**src/rtl/stepatt_pkg.sv**
```systemverilog
package stepatt_pkg;

  localparam int ATTN_W_DEF = 6;

  // strobes from control to datapath; at most one is high per cycle
  typedef struct packed {
    logic loadMax;
    logic loadRef;
    logic loadPins;
    logic loadSerial;
  } dpStrobe_t;

  typedef enum logic [1:0] {
    PH_CAPTURE = 2'd0,
    PH_DEFAULT = 2'd1,
    PH_PRESET  = 2'd2,
    PH_RUN     = 2'd3
  } phase_t;

endpackage

```
**src/rtl/stepatt_ctrl.sv**
```systemverilog
module stepatt_ctrl
  import stepatt_pkg::*;
#(
  parameter int PRESET_CYC = 500
) (
  input  logic      clk,
  input  logic      rstN,
  input  logic      modeSel,
  input  logic      latchEn,
  input  logic      serLoad,
  output dpStrobe_t strobe,
  output logic      valid,
  output logic      serMode
);

  localparam int CNT_W = $clog2(PRESET_CYC + 1);
  localparam logic [CNT_W-1:0] CNT_LAST = CNT_W'(PRESET_CYC - 1);

  phase_t           phase;
  logic             serQ;
  logic             leQ;
  logic [CNT_W-1:0] cnt;

  always_ff @(posedge clk or negedge rstN) begin
    if (!rstN) begin
      phase <= PH_CAPTURE;
      serQ  <= 1'b0;
      leQ   <= 1'b0;
      cnt   <= '0;
    end else begin
      unique case (phase)
        PH_CAPTURE: begin
          serQ  <= modeSel;
          leQ   <= latchEn;
          cnt   <= '0;
          phase <= (!modeSel && latchEn) ? PH_PRESET : PH_DEFAULT;
        end
        PH_DEFAULT: phase <= PH_RUN;
        PH_PRESET: begin
          if (cnt == CNT_LAST) phase <= PH_RUN;
          else                 cnt   <= cnt + 1'b1;
        end
        default: phase <= PH_RUN;
      endcase
    end
  end

  always_comb begin
    strobe = '0;
    unique case (phase)
      PH_DEFAULT: begin
        strobe.loadRef = serQ && leQ;
        strobe.loadMax = !(serQ && leQ);
      end
      PH_PRESET:  strobe.loadPins = (cnt == CNT_LAST);
      PH_RUN: begin
        strobe.loadPins   = !serQ && latchEn;
        strobe.loadSerial = serQ && serLoad;
      end
      default: ;
    endcase
  end

  assign valid   = (phase == PH_RUN);
  assign serMode = serQ;

endmodule

```
**src/rtl/stepatt_dp.sv**
```systemverilog
module stepatt_dp
  import stepatt_pkg::*;
#(
  parameter int ATTN_W = ATTN_W_DEF
) (
  input  logic              clk,
  input  logic              rstN,
  input  dpStrobe_t         strobe,
  input  logic [ATTN_W-1:0] ctrlIn,
  input  logic [ATTN_W-1:0] serAttn,
  input  logic              serMode,
  input  logic              serSdo,
  output logic [ATTN_W-1:0] attnOut,
  output logic              shareOe,
  output logic              shareOut
);

  logic [ATTN_W-1:0] attnQ;

  always_ff @(posedge clk or negedge rstN) begin
    if (!rstN)                   attnQ <= '1;
    else if (strobe.loadMax)     attnQ <= '1;
    else if (strobe.loadRef)     attnQ <= '0;
    else if (strobe.loadPins)    attnQ <= ctrlIn;
    else if (strobe.loadSerial)  attnQ <= serAttn;
  end

  assign attnOut  = attnQ;
  assign shareOe  = serMode;
  assign shareOut = serMode & serSdo;

endmodule

```
**src/rtl/stepatt_par_front.sv**
```systemverilog
module stepatt_par_front
  import stepatt_pkg::*;
#(
  parameter int ATTN_W    = ATTN_W_DEF,
  parameter int CLK_HZ    = 125_000_000,
  parameter int PRESET_NS = 4000
) (
  input  logic              clk,
  input  logic              rstN,
  input  logic              modeSel,
  input  logic              latchEn,
  input  logic [ATTN_W-1:0] ctrlIn,
  input  logic [ATTN_W-1:0] serAttn,
  input  logic              serLoad,
  input  logic              serSdo,
  output logic [ATTN_W-1:0] attnOut,
  output logic              attnValid,
  output logic              serialMode,
  output logic              shareOe,
  output logic              shareOut
);

  localparam longint RAW_CYC    = (longint'(CLK_HZ) * longint'(PRESET_NS)) / 64'd1_000_000_000;
  localparam int     PRESET_CYC = (RAW_CYC < 1) ? 1 : int'(RAW_CYC);

  dpStrobe_t strobe;
  logic      serMode;

  stepatt_ctrl #(.PRESET_CYC(PRESET_CYC)) u_ctrl (
    .clk     (clk),
    .rstN    (rstN),
    .modeSel (modeSel),
    .latchEn (latchEn),
    .serLoad (serLoad),
    .strobe  (strobe),
    .valid   (attnValid),
    .serMode (serMode)
  );

  stepatt_dp #(.ATTN_W(ATTN_W)) u_dp (
    .clk      (clk),
    .rstN     (rstN),
    .strobe   (strobe),
    .ctrlIn   (ctrlIn),
    .serAttn  (serAttn),
    .serMode  (serMode),
    .serSdo   (serSdo),
    .attnOut  (attnOut),
    .shareOe  (shareOe),
    .shareOut (shareOut)
  );

  assign serialMode = serMode;

endmodule

```
**config.mk**
```make
export PLATFORM = sky130hd
export DESIGN_NAME = stepatt_par_front
export DESIGN_NICKNAME = d
export VERILOG_FILES = /design/src/rtl/stepatt_pkg.sv /design/src/rtl/stepatt_ctrl.sv /design/src/rtl/stepatt_dp.sv /design/src/rtl/stepatt_par_front.sv
export SDC_FILE = /design/constraint.sdc
export NUM_CORES = 1
export LEC_CHECK = 0
export ABC_AREA = 1
export ABC_CLOCK_PERIOD_IN_PS = 1700
export BUFFER_PORTS_ARGS = -buffer_cell sky130_fd_sc_hd__buf_2
export CORE_ASPECT_RATIO = 0.6
export CORE_MARGIN = 1.5
export CORE_UTILIZATION = 52
export DETAILED_ROUTE_END_ITERATION = 10
export GPL_TIMING_DRIVEN = 0
export PLACE_DENSITY = 0.8
export SETUP_SLACK_MARGIN = 0.1
export SYNTH_ARGS = -nofsm -noshare
export SYNTH_HDL_FRONTEND = slang
export SYNTH_SLANG_ARGS = --single-unit
export TNS_END_PERCENT = 5
```
**constraint.sdc**
```tcl
create_clock -name clk -period 1.7 [get_ports clk]
set_input_delay 0.34 -clock clk [delete_from_list [all_inputs] [get_ports clk]]
set_output_delay 0.34 -clock clk [all_outputs]
set_load 0.01 [all_outputs]
```
Yosys cells after proc, flatten, opt, wreduce, memory -nomap -nowiden
Index checks and enable logic that the tools add are counted.
{"block": "word_totals", "regBits": 19, "elab_cells": 36}
{"block": "op_classes", "add_sub_neg": 1, "eq_ne": 6, "n_mux": 12, "bitwise": 1, "n_reduce_logical": 11}
{"cell": "two-way mux 6 bit", "count": 4}
{"cell": "case mux 9 bit (2 select lines)", "count": 1}
{"cell": "adder 9 x 1 -> 9 bit (second input constant)", "count": 1}
{"cell": "equality test 9 bit (second input constant)", "count": 1}
{"cell": "two-way mux 9 bit", "count": 1}
{"cell": "two-way mux 2 bit", "count": 3}
{"cell": "equality test 2 bit (second input constant)", "count": 2}
{"cell": "logical AND 1 bit", "count": 4}
{"cell": "case mux 2 bit (2 select lines)", "count": 1}
{"cell": "nonzero test 4 bit", "count": 1}
{"cell": "zero test 1 bit", "count": 3}
{"cell": "equality test 2 x 1 -> 1 bit (second input constant)", "count": 1}
{"cell": "zero test 2 bit", "count": 1}
{"cell": "inequality test 2 x 1 -> 1 bit (second input constant)", "count": 1}
{"cell": "inequality test 2 bit (second input constant)", "count": 1}
{"cell": "case mux 1 bit (2 select lines)", "count": 1}
{"cell": "AND reduction 2 bit", "count": 1}
{"cell": "nonzero test 2 bit", "count": 1}
{"cell": "AND 1 bit", "count": 1}
{"cell": "two-way mux 1 bit", "count": 1}

Longest topological paths before layout
Gate-level depths: netlist of the first run.
{"block": "depth", "word_depth": 6, "mapped_depth": 9}

Hierarchy
A second synthesis of the first run with hierarchy kept.
{"block": "unflattened", "hier_cells": 164, "hier_area_um2": 1186.1}
{"module": "stepatt_ctrl", "n_inst": 1, "cells_each": 106, "area_each_um2": 768.2}
{"module": "stepatt_dp", "n_inst": 1, "cells_each": 58, "area_each_um2": 417.9}

Worst setup path before layout of the first run
OpenSTA, ideal clock, no wires.
{"block": "synth_path", "path_kind": "register -> register", "from": "register u_ctrl.cnt[0]", "to": "register u_ctrl.cnt[5]", "setup_time_ns": 0.119, "t_arrival_ns": 1.345, "required_ns": 1.581, "slack_ns": 0.236, "stages_incl_launch_ff": 10, "synth_period_minus_slack_ns": 1.464, "path_cell_list": "dfrtp_1 > ha_1 > nand2_1 > nor2_2 > nand2_1 > nand2_2 > nand2_2 > buf_6 > nand4_1 > o21ai_2"}
{"block": "synth_via", "elab_chain_len": 3, "elab_cells_between_ends": 6}
{"element": "from (decl)", "line_no": "stepatt_ctrl.sv:22", "text": "logic [CNT_W-1:0] cnt;"}
{"element": "from (signal assigned)", "line_no": "stepatt_ctrl.sv:41", "text": "else cnt <= cnt + 1'b1;"}
{"element": "adder 9 x 1 -> 9 bit / equality test 9 bit (equally long branches)", "line_no": "stepatt_ctrl.sv:41, stepatt_ctrl.sv:40"}
{"element": "two-way mux 9 bit / inequality test 2 bit (equally long branches)"}
{"element": "case mux 9 bit (2 select lines) / AND reduction 2 bit (equally long branches)"}
Several ways; a longest one is shown, not always the timed one. The select of a mux whose other input is x is not followed.
A chain may end at the register's enable or synchronous reset.

Worst setup path in the final report of the first run
{"block": "layout_path", "from": "register u_ctrl.cnt[0]", "to": "register u_ctrl.cnt[4]"}
The elaborated chain is that of the path after synthesis.

==> run_results.csv, run 1 <==
group,metric,value,unit
cts,h-tree-depth,1,
sta,finClkSkew,0.00218,ns
cts,ctsLongestPathBuffers,2,
cts,postCtsSetupBuffers,0,
setup_path,cp.required,1.85,ns
routing,dr.pass1.iters,4,
global_routing,grt_max_degree,20,
synth,synth-seq-cells,19,
job,maxCapViolCount,0,
setup_path,critical_path_class,"reg2reg",
cts,cts.clk_slew.worst_paths,0.07,ns
sta,finalCritPeriodShare,91.1,%
synth,ys_seq_area_share,40.4,%
global_routing,grt_first_pass_wirelength,4510,um
cts,ctsHoldBuffers,0,
power,ir_drop,0.000670,V
floorplan,core_region_area,2160,sq um
floorplan,die_width,64.9,um
synth,syn_inst,158,
routing,wl,2780,um
cts,cts_tree,"done",
synth,syn-cell-area,1190,sq um
placement,dp_slack,0.0194,ns
synth,yosysWarningCount,0,
cts,clock-sinks,19,
sta,relSlewSlack,70.7,%
worst_hold_path,hp-class,"in2async",
placement,gp_routability_congestion,0.847,
layout,fin_util,66.3,%
floorplan,rows,13,
setup_path,reg2reg_slack,0.15,ns
sta,slew_viol_final,0,
routing,drc,0,
synth,syn-num-nets,177,
cts,clk_latency,0.26,ns
floorplan,initial_utilization,55.2,%
routing,viasPerCell,5.14,
run_status,outcome,"finished, final reports clean",
layout,n_antenna_cell,0,
global_routing,antenna_found_initial,0,
layout,area_growth,20.0,%
layout,fin_nets,209,
placement,hpwl,2110,um
synth,synth.avg_cell_area,7.56,sq um
global_routing,grt_pass1_vias,987,
synth,ys_types,23,
power,finalPower,1.23,mW
sta,fmax,646,MHz
sta,fin_setup_tns,0,ns
floorplan,ios,28,
routing,drtAntennaViolNets,0,
cts,cts-buffers-inserted,3,
routing,wl_per_cell,12.7,um
layout,drive_gt1_share,33.3,%
sta,finalSetupViolations,0,
setup_path,arrival,1.70,ns
power,p_leak,0.754,nW
sta,setup_ws,0.152,ns
setup_path,critPathLaunchType,"flop",
sta,hold_viol,0,
placement,io_buffer_count,27,
sta,worst_pin_slew,0.439,ns
floorplan,die_h,40.1,um
setup_path,critPathMaxFanout,10,
routing,drtIter0Drc,44,
floorplan,dieArea,2600,sq um
global_routing,grt_overflow,0,
power,power_per_cell_area,859,nW/um^2
sta,rsz0062_at_grt,"false",
sta,finalCriticalPeriod,1.55,ns
cts,cts-root-buf,"clkbuf_8",
routing,vias,1126,
setup_path,end_kind,"flop",
global_routing,grt.total_usage,23.4,%
[registers in the layout, indices dropped and copies added (netlist names)]
name,flops
u_ctrl.cnt,9
u_ctrl.leQ,1
u_ctrl.phase,2
u_ctrl.serMode,1
u_dp.attnOut,6
[worst max-delay path: stages, from the launching register on]
cell,delay (ns)
dfrtp_2,0.44
ha_4,0.18
nand2_1,0.09
nor2_4,0.15
nand2_1,0.07
nand2_2,0.08
nand2_2,0.08
buf_6,0.16
nand4_1,0.10
o21ai_2,0.07
[power breakdown]
group	internal, mW	switching, mW	total [mW]
Sequential	0.523	0.0758	0.599
Combinational	0.123	0.190	0.313
Clock	0.167	0.152	0.319
[metrics by stage]
stage                     instances  instance area [sq um]  hold slack (ns)
after CTS                       219                   1430           0.0265
after global routing            219                   1430           0.0468
after detailed placement        215                   1370            0.306
after floorplan                 158                   1190           0.0444
after global placement          215                   1370            0.300
final                           219                   1430           0.0119
[per-layer routing]
metal	track usage, %	vias to the layer above	share of wire [%]
met5	0	-	0
met4	4.79	0	0.90
met3	5.90	6	5.1
met2	38.4	32	46
met1	32.2	522	48
li1	-	566	-
[cell usage after synthesis, drive strengths merged]
| library cell | count | area (sq um) |
|---|---|---|
| nand2 | 38 | 153 |
| inv | 33 | 124 |
| nand3 | 20 | 138 |
| nor2 | 14 | 72.6 |
| dfrtp | 13 | 325 |
| o21ai | 11 | 70.1 |
| a21oi | 10 | 57.6 |
| dfstp | 6 | 158 |
| nand4 | 6 | 37.5 |
| buf | 2 | 18.8 |
| a31o | 1 | 8.76 |
| ha | 1 | 12.5 |
| nand3b | 1 | 7.51 |
| nor3 | 1 | 5.00 |
| o21bai | 1 | 7.51 |
[path summary, 6_finish.rpt]
path                            startpoint  cells after the start               to
setup / recovery             u_ctrl.cnt[0]                      9    u_ctrl.cnt[4]
hold / removal                        rstN                      1    u_ctrl.cnt[5]
setup reg to reg             u_ctrl.cnt[0]                      9    u_ctrl.cnt[4]
hold reg to reg            u_dp.attnOut[4]                      2  u_dp.attnOut[4]
max in group asynchronous             rstN                      1  u_dp.attnOut[0]
min in group clk                   modeSel                      2  u_ctrl.phase[1]
[repair_timing]
item	4_1_cts	5_1_grt
endpoints found under the setup margin	15	1
gates resized for setup	4	1
pin swaps	0	0
[cells by family after synthesis]
logic type | share of synthesized area, %
compound gates | 12.0
fa+ha+maj | 1.05
simple gates | 34.6
flops | 40.4
buf+inv | 11.9
[placed cells by master, fill, tap and decap left out, types with 2 or more instances in the layout]
cell / Yosys / routed
nand4_1: 6 / 6
nor2_2: 2 / 2
inv_2: 4 / 4
nand2_1: 34 / 34
nand2_2: 4 / 4
clkbuf_8: 0 / 3
nor2_4: 2 / 3
inv_1: 29 / 29
nand3_1: 17 / 17
dfstp_2: 6 / 6
a21oi_1: 8 / 8
o21ai_2: 4 / 4
a21oi_2: 2 / 2
nand3_4: 3 / 3
dfrtp_1: 13 / 12
o21ai_0: 7 / 7
buf_2: 0 / 27
nor2_1: 10 / 9
[final cells by class]
cell class / instances / area [sq um]
Fill cell: 184 / 729
Multi-Input combinational cell: 104 / 589
Sequential cell: 19 / 484
Timing Repair Buffer: 27 / 135
Inverter: 33 / 124
Clock buffer: 4 / 45.0
Tap cell: 30 / 37.5
Buffer: 2 / 18.8
Power figures use the tool's default switching activity.
==> run 2: changes to the inputs <==
--- a/config.mk
+++ b/config.mk
@@ -10,10 +10,10 @@
 export BUFFER_PORTS_ARGS = -buffer_cell sky130_fd_sc_hd__buf_2
 export CORE_ASPECT_RATIO = 0.6
 export CORE_MARGIN = 1.5
-export CORE_UTILIZATION = 52
+export CORE_UTILIZATION = 30
 export DETAILED_ROUTE_END_ITERATION = 10
 export GPL_TIMING_DRIVEN = 0
-export PLACE_DENSITY = 0.8
+export PLACE_DENSITY = 0.52
 export SETUP_SLACK_MARGIN = 0.1
 export SYNTH_ARGS = -nofsm -noshare
 export SYNTH_HDL_FRONTEND = slang
==> run 2 against run 1 <==
Global-route usage shrank 9.8 points. Highest routed layer unchanged. Critical endpoint unchanged. Utilization is 27 points lower. Die area grew 68%. Sequential cell count did not move. Largest cell class unchanged. Design area up 2.0%. Sequential share of layout area decreased by 0.66 points. Sequential power fell by 2%. Via count down 1.8%. Power down 1.6%.
==> run_results.csv, run 2 (synthesis results as in run 1) <==
group,metric,value,unit
setup_path,r2r-end,"u_ctrl.cnt[4]",
setup_path,path_cells,"ha_4 -> nand2_1 -> nor2_2 -> nand2_1 -> nand2_2 -> nand2_2 -> buf_6 -> nand4_1 -> o21ai_2",
global_routing,grt_max_degree,20,
layout,final_cell_mix,"34 x nand2_1, 29 x inv_1, 27 x buf_2",
routing,wl,2670,um
layout,largest_register_ffs,9,
placement,dp.cells,232,
cts,h-tree-depth,1,
floorplan,die_width,84.5,um
sta,worst_pin_slew,0.425,ns
global_routing,grt_overflow,0,
cts,ctsLongestPathBuffers,2,
power,power_per_cell_area,828,nW/um^2
routing,wl_per_cell,11.2,um
routing,vias,1106,
floorplan,dieArea,4380,sq um
global_routing,grt_pass1_vias,1022,
cts,clk_latency,0.25,ns
layout,n_antenna_cell,0,
setup_path,crit_start,"u_ctrl.cnt[0]",
cts,cts-buffers-inserted,3,
setup_path,reg2reg_slack,0.24,ns
routing,drtIter0Drc,88,
worst_hold_path,hp-class,"in2async",
sta,relSlewSlack,71.7,%
layout,fin_util,39.1,%
sta,rsz0062_at_grt,"false",
cts,cts.clk_slew.worst_paths,0.07,ns
placement,io_buffer_count,27,
layout,drive_gt1_share,33.5,%
cts,cts-root-buf,"clkbuf_8",
cts,cts_tree,"done",
sta,fmax,683,MHz
global_routing,grt.total_usage,13.6,%
setup_path,end_kind,"flop",
layout,fin_nets,211,
routing,drtAntennaViolNets,0,
floorplan,ios,28,
setup_path,critical_path_class,"reg2reg",
routing,dr.pass1.iters,4,
placement,gp_routability_congestion,0.766,
global_routing,antenna_found_initial,0,
layout,top_register,"u_ctrl.cnt",
routing,drc,0,
layout,mostFrequentLayoutCell,"nand2_1",
sta,finClkSkew,0.00138,ns
power,p_leak,0.763,nW
floorplan,rows,17,
power,ir_drop,0.000327,V
run_status,outcome,"finished, final reports clean",
floorplan,initial_utilization,31.9,%
setup_path,critPathLaunchType,"flop",
job,maxCapViolCount,0,
setup_path,max_stage_delay,0.41,ns
cts,ctsHoldBuffers,0,
sta,fin_setup_tns,0,ns
floorplan,core_region_area,3740,sq um
sta,fin_hold_ws,0.0157,ns
setup_path,slowest_stage,"dfrtp_2",
cts,clock-sinks,19,
global_routing,grt_first_pass_wirelength,4600,um
setup_path,critPathMaxFanout,10,
setup_path,cp.required,1.84,ns
sta,finalSetupViolations,0,
routing,viasPerCell,4.65,
sta,finalCritPeriodShare,86.2,%
power,finalPower,1.21,mW
sta,slew_viol_final,0,
sta,hold_viol,0,
sta,finalCriticalPeriod,1.46,ns
floorplan,die_h,51.9,um
setup_path,arrival,1.61,ns
setup_path,r2r_cells,9,
placement,hpwl,2150,um
layout,area_growth,22.4,%
layout,finalNonFillerCells,238,
setup_path,regToRegStartpoint,"u_ctrl.cnt[0]",
-- run 2: per-stage QoR --
stage | setup slack [ns] | cell area, sq um
6_report | 0.235 | 1460
5_1_grt | 0.108 | 1460
4_1_cts | 0.115 | 1440
3_5_place_dp | 0.0327 | 1390
3_3_place_gp | 0.0760 | 1390
2_1_floorplan | 0.236 | 1190
-- run 2: final cells by class --
cell class              instances  area, sq um
fillers                       384         2280
multi-input cells             104          582
flip-flops and latches         19          484
repair buffers                 29          150
inverters                      33          124
well taps                      47         58.8
clock buffers                   4         45.0
plain buffers                   2         18.8
-- run 2: repair_timing --
item	in CTS	in global routing
gates resized for setup	2	1
setup endpoints to repair	13	15
pin swaps	0	1
endpoints found under the hold margin	0	0
setup buffers	0	2
-- run 2: where the power goes --
group	switching, mW	internal (mW)	leakage, nW
logic	0.187	0.130	0.526
clock network	0.142	0.166	0.0228
registers	0.0621	0.523	0.215
-- run 2: worst max-delay path, delay by kind of cell, from the launching register on --
family / cells / cell delay, ns
compound gates: 1 / 0.06
fa+ha+maj: 1 / 0.17
buf+inv: 1 / 0.15
flops: 1 / 0.41
simple gates: 6 / 0.56
-- run 2: worst max path at each step --
| stage | endpoint | cells past startpoint |
|---|---|---|
| floorplan | u_ctrl.cnt[5] | 9 |
| global placement | u_ctrl.cnt[6] | 9 |
| detailed placement | u_ctrl.cnt[6] | 9 |
| CTS | u_ctrl.cnt[6] | 9 |
| global route | u_dp.attnOut[3] | 8 |
| finish | u_ctrl.cnt[4] | 9 |
-- run 2: routing by layer --
metal / global-route usage, % / routed length (um)
met3: 4.13 / 161
met2: 20.7 / 1120
met5: 0 / 0
met4: 3.23 / 27
met1: 19.2 / 1360
